### src/rtl/qlu_pkg.sv
package qlu_pkg;

    localparam int NSTATE = 16;
    localparam int NACT   = 4;
    localparam int QW     = 16;
    localparam int FRAC   = 8;
    localparam int SW     = $clog2(NSTATE);
    localparam int AW     = $clog2(NACT);
    localparam int PW     = 2 * QW;

    typedef logic signed [QW-1:0] qval_t;
    typedef logic [SW-1:0]        st_t;
    typedef logic [AW-1:0]        act_t;

    // transition captured at acceptance
    typedef struct packed {
        st_t   state;
        act_t  action;
        qval_t reward;
        st_t   next;
        qval_t gamma;
        qval_t alpha;
    } xfer_t;

    // after lookup and maximum search
    typedef struct packed {
        st_t   state;
        act_t  action;
        qval_t reward;
        qval_t gamma;
        qval_t alpha;
        qval_t qcur;
        qval_t vmax;
        act_t  best;
    } look_t;

    // ready to be written back
    typedef struct packed {
        st_t   state;
        act_t  action;
        qval_t vmax;
        act_t  best;
        qval_t td;
        qval_t qnew;
    } wb_t;

    // fixed-point product: full-width signed multiply, keep bits [FRAC+QW-1:FRAC]
    function automatic qval_t fx_mul(qval_t a, qval_t b);
        logic signed [PW-1:0] p;
        p = PW'(a) * PW'(b);
        return qval_t'(p >>> FRAC);
    endfunction

endpackage

### src/rtl/qlu_bank.sv
module qlu_bank #(
    parameter int DEPTH = 16,
    parameter int W     = 16,
    localparam int AB   = $clog2(DEPTH)
) (
    input  logic          clk,
    input  logic          rst,
    input  logic          we,
    input  logic [AB-1:0] waddr,
    input  logic [W-1:0]  wdata,
    input  logic [AB-1:0] raddr_a,
    output logic [W-1:0]  rdata_a,
    input  logic [AB-1:0] raddr_b,
    output logic [W-1:0]  rdata_b
);

    logic [W-1:0] mem [DEPTH];

    always_ff @(posedge clk) begin
        if (rst) begin
            for (int i = 0; i < DEPTH; i++) mem[i] <= '0;
        end else if (we) begin
            mem[waddr] <= wdata;
        end
    end

    // asynchronous read: a write lands at the clock edge, readers see it afterwards
    assign rdata_a = mem[raddr_a];
    assign rdata_b = mem[raddr_b];

endmodule

### src/rtl/qlu_argmax.sv
module qlu_argmax
    import qlu_pkg::*;
(
    input  qval_t vals [NACT],
    output qval_t vmax,
    output act_t  best
);

    always_comb begin
        vmax = vals[0];
        best = '0;
        for (int i = 1; i < NACT; i++) begin
            if (vals[i] > vmax) begin
                vmax = vals[i];
                best = act_t'(i);
            end
        end
    end

    // independent views of the search result
    logic bound_ok;
    logic tie_ok;
    always_comb begin
        bound_ok = 1'b1;
        tie_ok   = 1'b1;
        for (int i = 0; i < NACT; i++) begin
            if (vals[i] > vmax) bound_ok = 1'b0;
            if ((i < int'(best)) && (vals[i] == vmax)) tie_ok = 1'b0;
        end
    end

    always_comb begin
        AST_MAX_IS_UPPER_BOUND: assert (bound_ok) else $error("larger value left unpicked");
        AST_BEST_HOLDS_MAX: assert (vals[best] == vmax) else $error("best action does not hold max");
        AST_TIE_TO_LOWEST: assert (tie_ok) else $error("tie not resolved to lowest action");
    end

endmodule

### src/rtl/qlu_tdcalc.sv
module qlu_tdcalc
    import qlu_pkg::*;
(
    input  qval_t reward,
    input  qval_t gamma,
    input  qval_t alpha,
    input  qval_t vmax,
    input  qval_t qcur,
    output qval_t td,
    output qval_t qnew
);

    qval_t disc;
    qval_t step;

    always_comb begin
        disc = fx_mul(gamma, vmax);
        td   = reward + disc - qcur;
        step = fx_mul(alpha, td);
        qnew = qcur + step;
    end

endmodule

### src/rtl/qlu_engine.sv
module qlu_engine
    import qlu_pkg::*;
(
    input  logic              clk,
    input  logic              rst,
    input  logic              in_valid,
    output logic              in_ready,
    input  logic [SW-1:0]     in_state,
    input  logic [AW-1:0]     in_action,
    input  logic [QW-1:0]     in_reward,
    input  logic [SW-1:0]     in_next,
    input  logic [QW-1:0]     in_gamma,
    input  logic [QW-1:0]     in_alpha,
    output logic              out_valid,
    output logic [SW-1:0]     out_state,
    output logic [AW-1:0]     out_action,
    output logic [QW-1:0]     out_max,
    output logic [AW-1:0]     out_best,
    output logic [QW-1:0]     out_tderr,
    output logic [QW-1:0]     out_qnew
);

    logic rdy_q;
    logic take;

    logic  s1_v, s2_v, s3_v;
    xfer_t s1_x;
    look_t s2_x;
    wb_t   s3_x;

    always_ff @(posedge clk) begin
        rdy_q <= !rst;
    end

    assign in_ready = rdy_q;
    assign take     = in_valid && rdy_q;

    // ---------------- stage 1: capture ----------------
    always_ff @(posedge clk) begin
        if (rst) s1_v <= 1'b0;
        else     s1_v <= take;
        if (take) begin
            s1_x.state  <= in_state;
            s1_x.action <= in_action;
            s1_x.reward <= qval_t'(in_reward);
            s1_x.next   <= in_next;
            s1_x.gamma  <= qval_t'(in_gamma);
            s1_x.alpha  <= qval_t'(in_alpha);
        end
    end

    // ---------------- banked table ----------------
    qval_t row_next [NACT];
    qval_t row_cur  [NACT];
    qval_t s2_qnew;
    qval_t s2_td;

    for (genvar a = 0; a < NACT; a++) begin : g_bank
        logic [QW-1:0] rd_a, rd_b;
        qlu_bank #(.DEPTH(NSTATE), .W(QW)) u_bank (
            .clk     (clk),
            .rst     (rst),
            .we      (s3_v && (s3_x.action == act_t'(a))),
            .waddr   (s3_x.state),
            .wdata   (s3_x.qnew),
            .raddr_a (s1_x.next),
            .rdata_a (rd_a),
            .raddr_b (s1_x.state),
            .rdata_b (rd_b)
        );
        assign row_next[a] = qval_t'(rd_a);
        assign row_cur[a]  = qval_t'(rd_b);
    end

    // ---------------- forwarding ----------------
    // youngest in-flight writer (stage 2) wins over stage 3, which wins over the table
    function automatic qval_t pick(st_t s, act_t a, qval_t stored,
                                   logic v2, st_t st2, act_t ac2, qval_t val2,
                                   logic v3, st_t st3, act_t ac3, qval_t val3);
        if (v2 && st2 == s && ac2 == a) return val2;
        if (v3 && st3 == s && ac3 == a) return val3;
        return stored;
    endfunction

    qval_t fw_next [NACT];
    qval_t fw_cur;

    always_comb begin
        for (int a = 0; a < NACT; a++) begin
            fw_next[a] = pick(s1_x.next, act_t'(a), row_next[a],
                              s2_v, s2_x.state, s2_x.action, s2_qnew,
                              s3_v, s3_x.state, s3_x.action, s3_x.qnew);
        end
        fw_cur = pick(s1_x.state, s1_x.action, row_cur[s1_x.action],
                      s2_v, s2_x.state, s2_x.action, s2_qnew,
                      s3_v, s3_x.state, s3_x.action, s3_x.qnew);
    end

    qval_t s1_max;
    act_t  s1_best;

    qlu_argmax u_max (
        .vals (fw_next),
        .vmax (s1_max),
        .best (s1_best)
    );

    // ---------------- stage 2: lookup result ----------------
    always_ff @(posedge clk) begin
        if (rst) s2_v <= 1'b0;
        else     s2_v <= s1_v;
        if (s1_v) begin
            s2_x.state  <= s1_x.state;
            s2_x.action <= s1_x.action;
            s2_x.reward <= s1_x.reward;
            s2_x.gamma  <= s1_x.gamma;
            s2_x.alpha  <= s1_x.alpha;
            s2_x.qcur   <= fw_cur;
            s2_x.vmax   <= s1_max;
            s2_x.best   <= s1_best;
        end
    end

    qlu_tdcalc u_td (
        .reward (s2_x.reward),
        .gamma  (s2_x.gamma),
        .alpha  (s2_x.alpha),
        .vmax   (s2_x.vmax),
        .qcur   (s2_x.qcur),
        .td     (s2_td),
        .qnew   (s2_qnew)
    );

    // ---------------- stage 3: write-back ----------------
    always_ff @(posedge clk) begin
        if (rst) s3_v <= 1'b0;
        else     s3_v <= s2_v;
        if (s2_v) begin
            s3_x.state  <= s2_x.state;
            s3_x.action <= s2_x.action;
            s3_x.vmax   <= s2_x.vmax;
            s3_x.best   <= s2_x.best;
            s3_x.td     <= s2_td;
            s3_x.qnew   <= s2_qnew;
        end
    end

    assign out_valid  = s3_v;
    assign out_state  = s3_x.state;
    assign out_action = s3_x.action;
    assign out_max    = s3_x.vmax;
    assign out_best   = s3_x.best;
    assign out_tderr  = s3_x.td;
    assign out_qnew   = s3_x.qnew;

    // ---------------- assertions ----------------
    AST_RESET_IDLE: assert property (@(posedge clk)
        $past(rst) |-> (!out_valid && !in_ready))
        else $error("outputs active right after reset");

    AST_READY_HOLDS: assert property (@(posedge clk) disable iff (rst)
        in_ready |=> in_ready)
        else $error("ready withdrawn");

    AST_FIXED_LATENCY: assert property (@(posedge clk) disable iff (rst)
        out_valid |-> $past(in_valid && in_ready, 3))
        else $error("result without acceptance three edges earlier");

endmodule

### config.mk
export PLATFORM = sky130hd
export DESIGN_NAME = qlu_engine
export DESIGN_NICKNAME = d
export VERILOG_FILES = /design/src/rtl/qlu_pkg.sv /design/src/rtl/qlu_bank.sv /design/src/rtl/qlu_argmax.sv /design/src/rtl/qlu_tdcalc.sv /design/src/rtl/qlu_engine.sv
export SDC_FILE = /design/constraint.sdc
export NUM_CORES = 2
export LEC_CHECK = 0
export CAP_MARGIN = 20
export CORE_UTILIZATION = 50
export CTS_CLUSTER_DIAMETER = 50
export DETAILED_ROUTE_END_ITERATION = 8
export DONT_BUFFER_PORTS = 1
export GPL_TIMING_DRIVEN = 0
export SLEW_MARGIN = 30
export SYNTH_ARGS = -nofsm -noshare
export SYNTH_HDL_FRONTEND = slang
export SYNTH_SLANG_ARGS = --single-unit
### constraint.sdc
create_clock -name clk -period 36.1 [get_ports clk]
set_input_delay 5.415 -clock clk [delete_from_list [all_inputs] [get_ports clk]]
set_output_delay 5.415 -clock clk [all_outputs]
set_load 0.005 [all_outputs]
==> impl_results.md <==
- Initial DRC Count: slightly below 9k
- Max-Cap Viols: 0
- Largest family of logic cells by synthesized area: multiplexers
- CTS root buffer: clkbuf_16
- Main area contributors after synthesis: edfxtp_1 (46%), mux4_2 (18%), fa_1 (9.6%), and2_1 (8.9%), ha_1 (3.3%)
- Final Hold Fails: 0
- Number of unique standard cell types used by synthesis: 74
- Top-count cell post-synth: edfxtp_1
- Grt ovf: 0
- Die area: 163,300 µm²
- Layout area overhead: 15.57%
- WL per Instance: between 40 and 50 µm
- Io pins: 119
- Worst setup path category: register to register
- Worst-Skew Late Latency: 0.85 ns
- Setup Buffers After CTS: 0
- Register area share after synthesis: 45.82%
- Slew Limit Headroom: 23.73%
- CP peak stage delay: a little under 0.7 ns
- Drt total wl: ~350 mm
- CP required: 36.65 ns
- Final net count: 6,965
- Synth Flop Type: edfxtp_1
- First-pass GRT wire length: 469.0 mm
- Die Height: just over 400 µm
- DP HPWL: roughly 270 mm
- Run status: complete, no violations
- H-tree levels: 4
- Fmax: 0.03989 GHz
- Tcrit/Tclk final: just under 70%
- WP buf/inv: 17
- Area share of the largest cell type after synthesis: about 46%
- RSZ-0062 raised after global routing: false
- Vias/cell: approximately 6.6
- Crit end category: register
- Vias: between 50k and 60k
- CTS sink cnt: 1,238
- FILL cells: 12.93k
- TritonCTS clock tree: yes
- Asr flop ratio synth: 0%
- Crit Path Max Fanout: 10
- Chip width: 404.2 µm
- CP top delay family: adder cells
- PortBufs: 0
- Worst Path Arrival: 25.61 ns
- Total GRT Usage: 43.15%
- Mapped Cells: between 5k and 6k
- Largest area contributor in the netlist: edfxtp_1
- CORE AREA: roughly 160,000 µm²
- Layout cells sized above 1: 20.88%
- Routed Antenna Nets: 0
- Mapped Nets: around 6.7k
- Final Setup Violations: 0
- Avg Cell Area, Syn: 13.48 µm²
- Synth Area in Compound Gates: 2.790%
- Resized cells post-CTS: 0
- Final Skew: roughly 0.054 ns
- Row cnt: around 150
- Number of flops mapped to enable cells by yosys: 1,226
- Starting density of the core: 50.36%
- DRC violations left: 0
- Initial antenna violation count: 42
- Maximum clock insertion buffer count: 3
- Synth cell count leaders: edfxtp_1 (1,226), and2_1 (1,150), mux4_2 (654), inv_1 (572), clkbuf_1 (396)
- Hold Buf Count CTS: 0
- Crit start category: register
- Syn. warnings: 0
- DRT Pass-1 Iters: 6
- Clock transition at the registers of the reported paths: 0.06 ns
- Mapped Area: about 81,000 µm²
- Min Clock Period, post-route: 25.07 ns
- Setup TNS: 0 ns
- Worst Hold Class: register to register
- Worst-Margin Slew: 1.144 ns
- Simple-gate portion of the synthesized area: 12.83%
- Final Max Tran Viols: 0
- Adder-cell share of the synthesized area: between 10% and 20%
- Synth Register Bits: 1,238
- Post-synthesis mux area share: about a fifth
- Total CTS buffers: 161
- Most frequent CP cell: fa_1
- Synth Area in XOR/XNOR: 1.312%
- Placer Congestion: between 1 and 1.5
- Min Hold Slack: 0.4173 ns
- Largest net degree at the start of global routing: 43
- CP max-delay cell: edfxtp_1
- Via count of the first global-routing pass: 55.59k
layout make-up:
class	instances	area, µm²	area share (%)
Timing Repair Buffer	139	3403	3.642
Inverter	575	2161	2.312
Tap cell	2160	2703	2.892
Sequential cell	1238	37060	39.66
Multi-Input combinational cell	3717	40610	43.46
Buffer	469	2007	2.147
Antenna cell	26	65.06	0.06962
Clock buffer	181	4168	4.460
Clock inverter	112	1271	1.360
metrics by stage:
step / area [µm²] / utilization (%) / std cells / setup WS (ns)
floorplan: 80870 / - / 5999 / 15.71
global placement: 83570 / 52.05 / 8159 / 11.06
detailed placement: 87920 / 54.76 / 8298 / 11.37
CTS: 93360 / 58.14 / 8591 / 11.27
global route: 93390 / 58.16 / 8591 / 9.524
finish: 93450 / 58.20 / 8617 / 11.03
layer usage:
layer  global-route usage [%]  vias to the layer above  wire (µm)
li1                         -                    22080          -
met1                    53.15                    29130     118100
met2                    63.07                     4488     149500
met3                    16.07                     1156      49060
met4                    29.94                       36      30040
met5                        0                        -        244
cell families (layout without fill, tap and decap cells):
group           after synthesis  count (layout)
mux                         746             746
xor+xnor                    113             113
compound gates              375             375
other cells                   0              26
flops                      1238            1238
simple gates               1879            1879
buf+inv                    1044            1476
fa+ha+maj                   604             604
path summary, 6_finish.rpt:
check	start	end	slack (ns)	cells past startpoint
min reg2reg	s1_x[46]	s2_x[76]	0.42	0
min	s1_x[46]	s2_x[76]	0.42	0
max	s2_x[54]	s2_x[10]	11.03	102
max reg2reg	s2_x[54]	s2_x[10]	11.03	102
flip-flops by register name, indices dropped and copies added, names as in the netlist, 2 cells and up, named ones only:
name and count:
g_bank.u_bank.mem 1024, s2_x 88, s1_x 58, out_max 16
out_qnew 16, out_tderr 16, out_state 4, out_action 2
out_best 2
worst reg2reg max path: cells and delay by family (launching register included):
family          cells  cell delay [ns]
flops               1             0.68
fa+ha+maj          20             8.09
buf+inv            17             3.71
xor+xnor            2             0.96
compound gates     30             6.13
simple gates       32             4.84
mux                 1             0.44
cells in the final DEF, fill, tap and decap left out, types with 10 or more instances in the layout:
master / netlist / final
buf_12: 0 / 21
clkinv_2: 0 / 17
xor2_1: 37 / 37
a211oi_1: 20 / 20
o21ai_0: 152 / 88
nor3_1: 76 / 75
nand2b_1: 20 / 20
buf_1: 58 / 11
nand2_1: 343 / 343
clkinv_1: 2 / 27
inv_1: 572 / 571
inv_6: 0 / 10
bufinv_16: 0 / 16
buf_2: 11 / 57
buf_16: 0 / 98
and2_1: 1150 / 1150
o21ai_4: 0 / 64
nand3_1: 30 / 30
mux2i_1: 69 / 69
nor2b_1: 37 / 37
fa_1: 388 / 388
mux4_2: 654 / 654
a21oi_1: 99 / 98
xnor2_1: 70 / 66
mux2_2: 21 / 21
edfxtp_1: 1226 / 1226
o21a_1: 17 / 17
clkbuf_16: 0 / 164
a21o_1: 16 / 16
clkinv_4: 0 / 11
clkbuf_2: 0 / 116
diode_2: 0 / 26
ha_1: 215 / 215
and3_1: 15 / 15
nor2_1: 168 / 168
nand4_1: 14 / 14
clkinvlp_4: 0 / 15
clkbuf_1: 396 / 298
dfxtp_1: 12 / 10
buf_8: 0 / 17
Power is left out: the tool's default activity adds up to more than one toggle a clock period on the data nets, which glitch-free logic cannot reach.
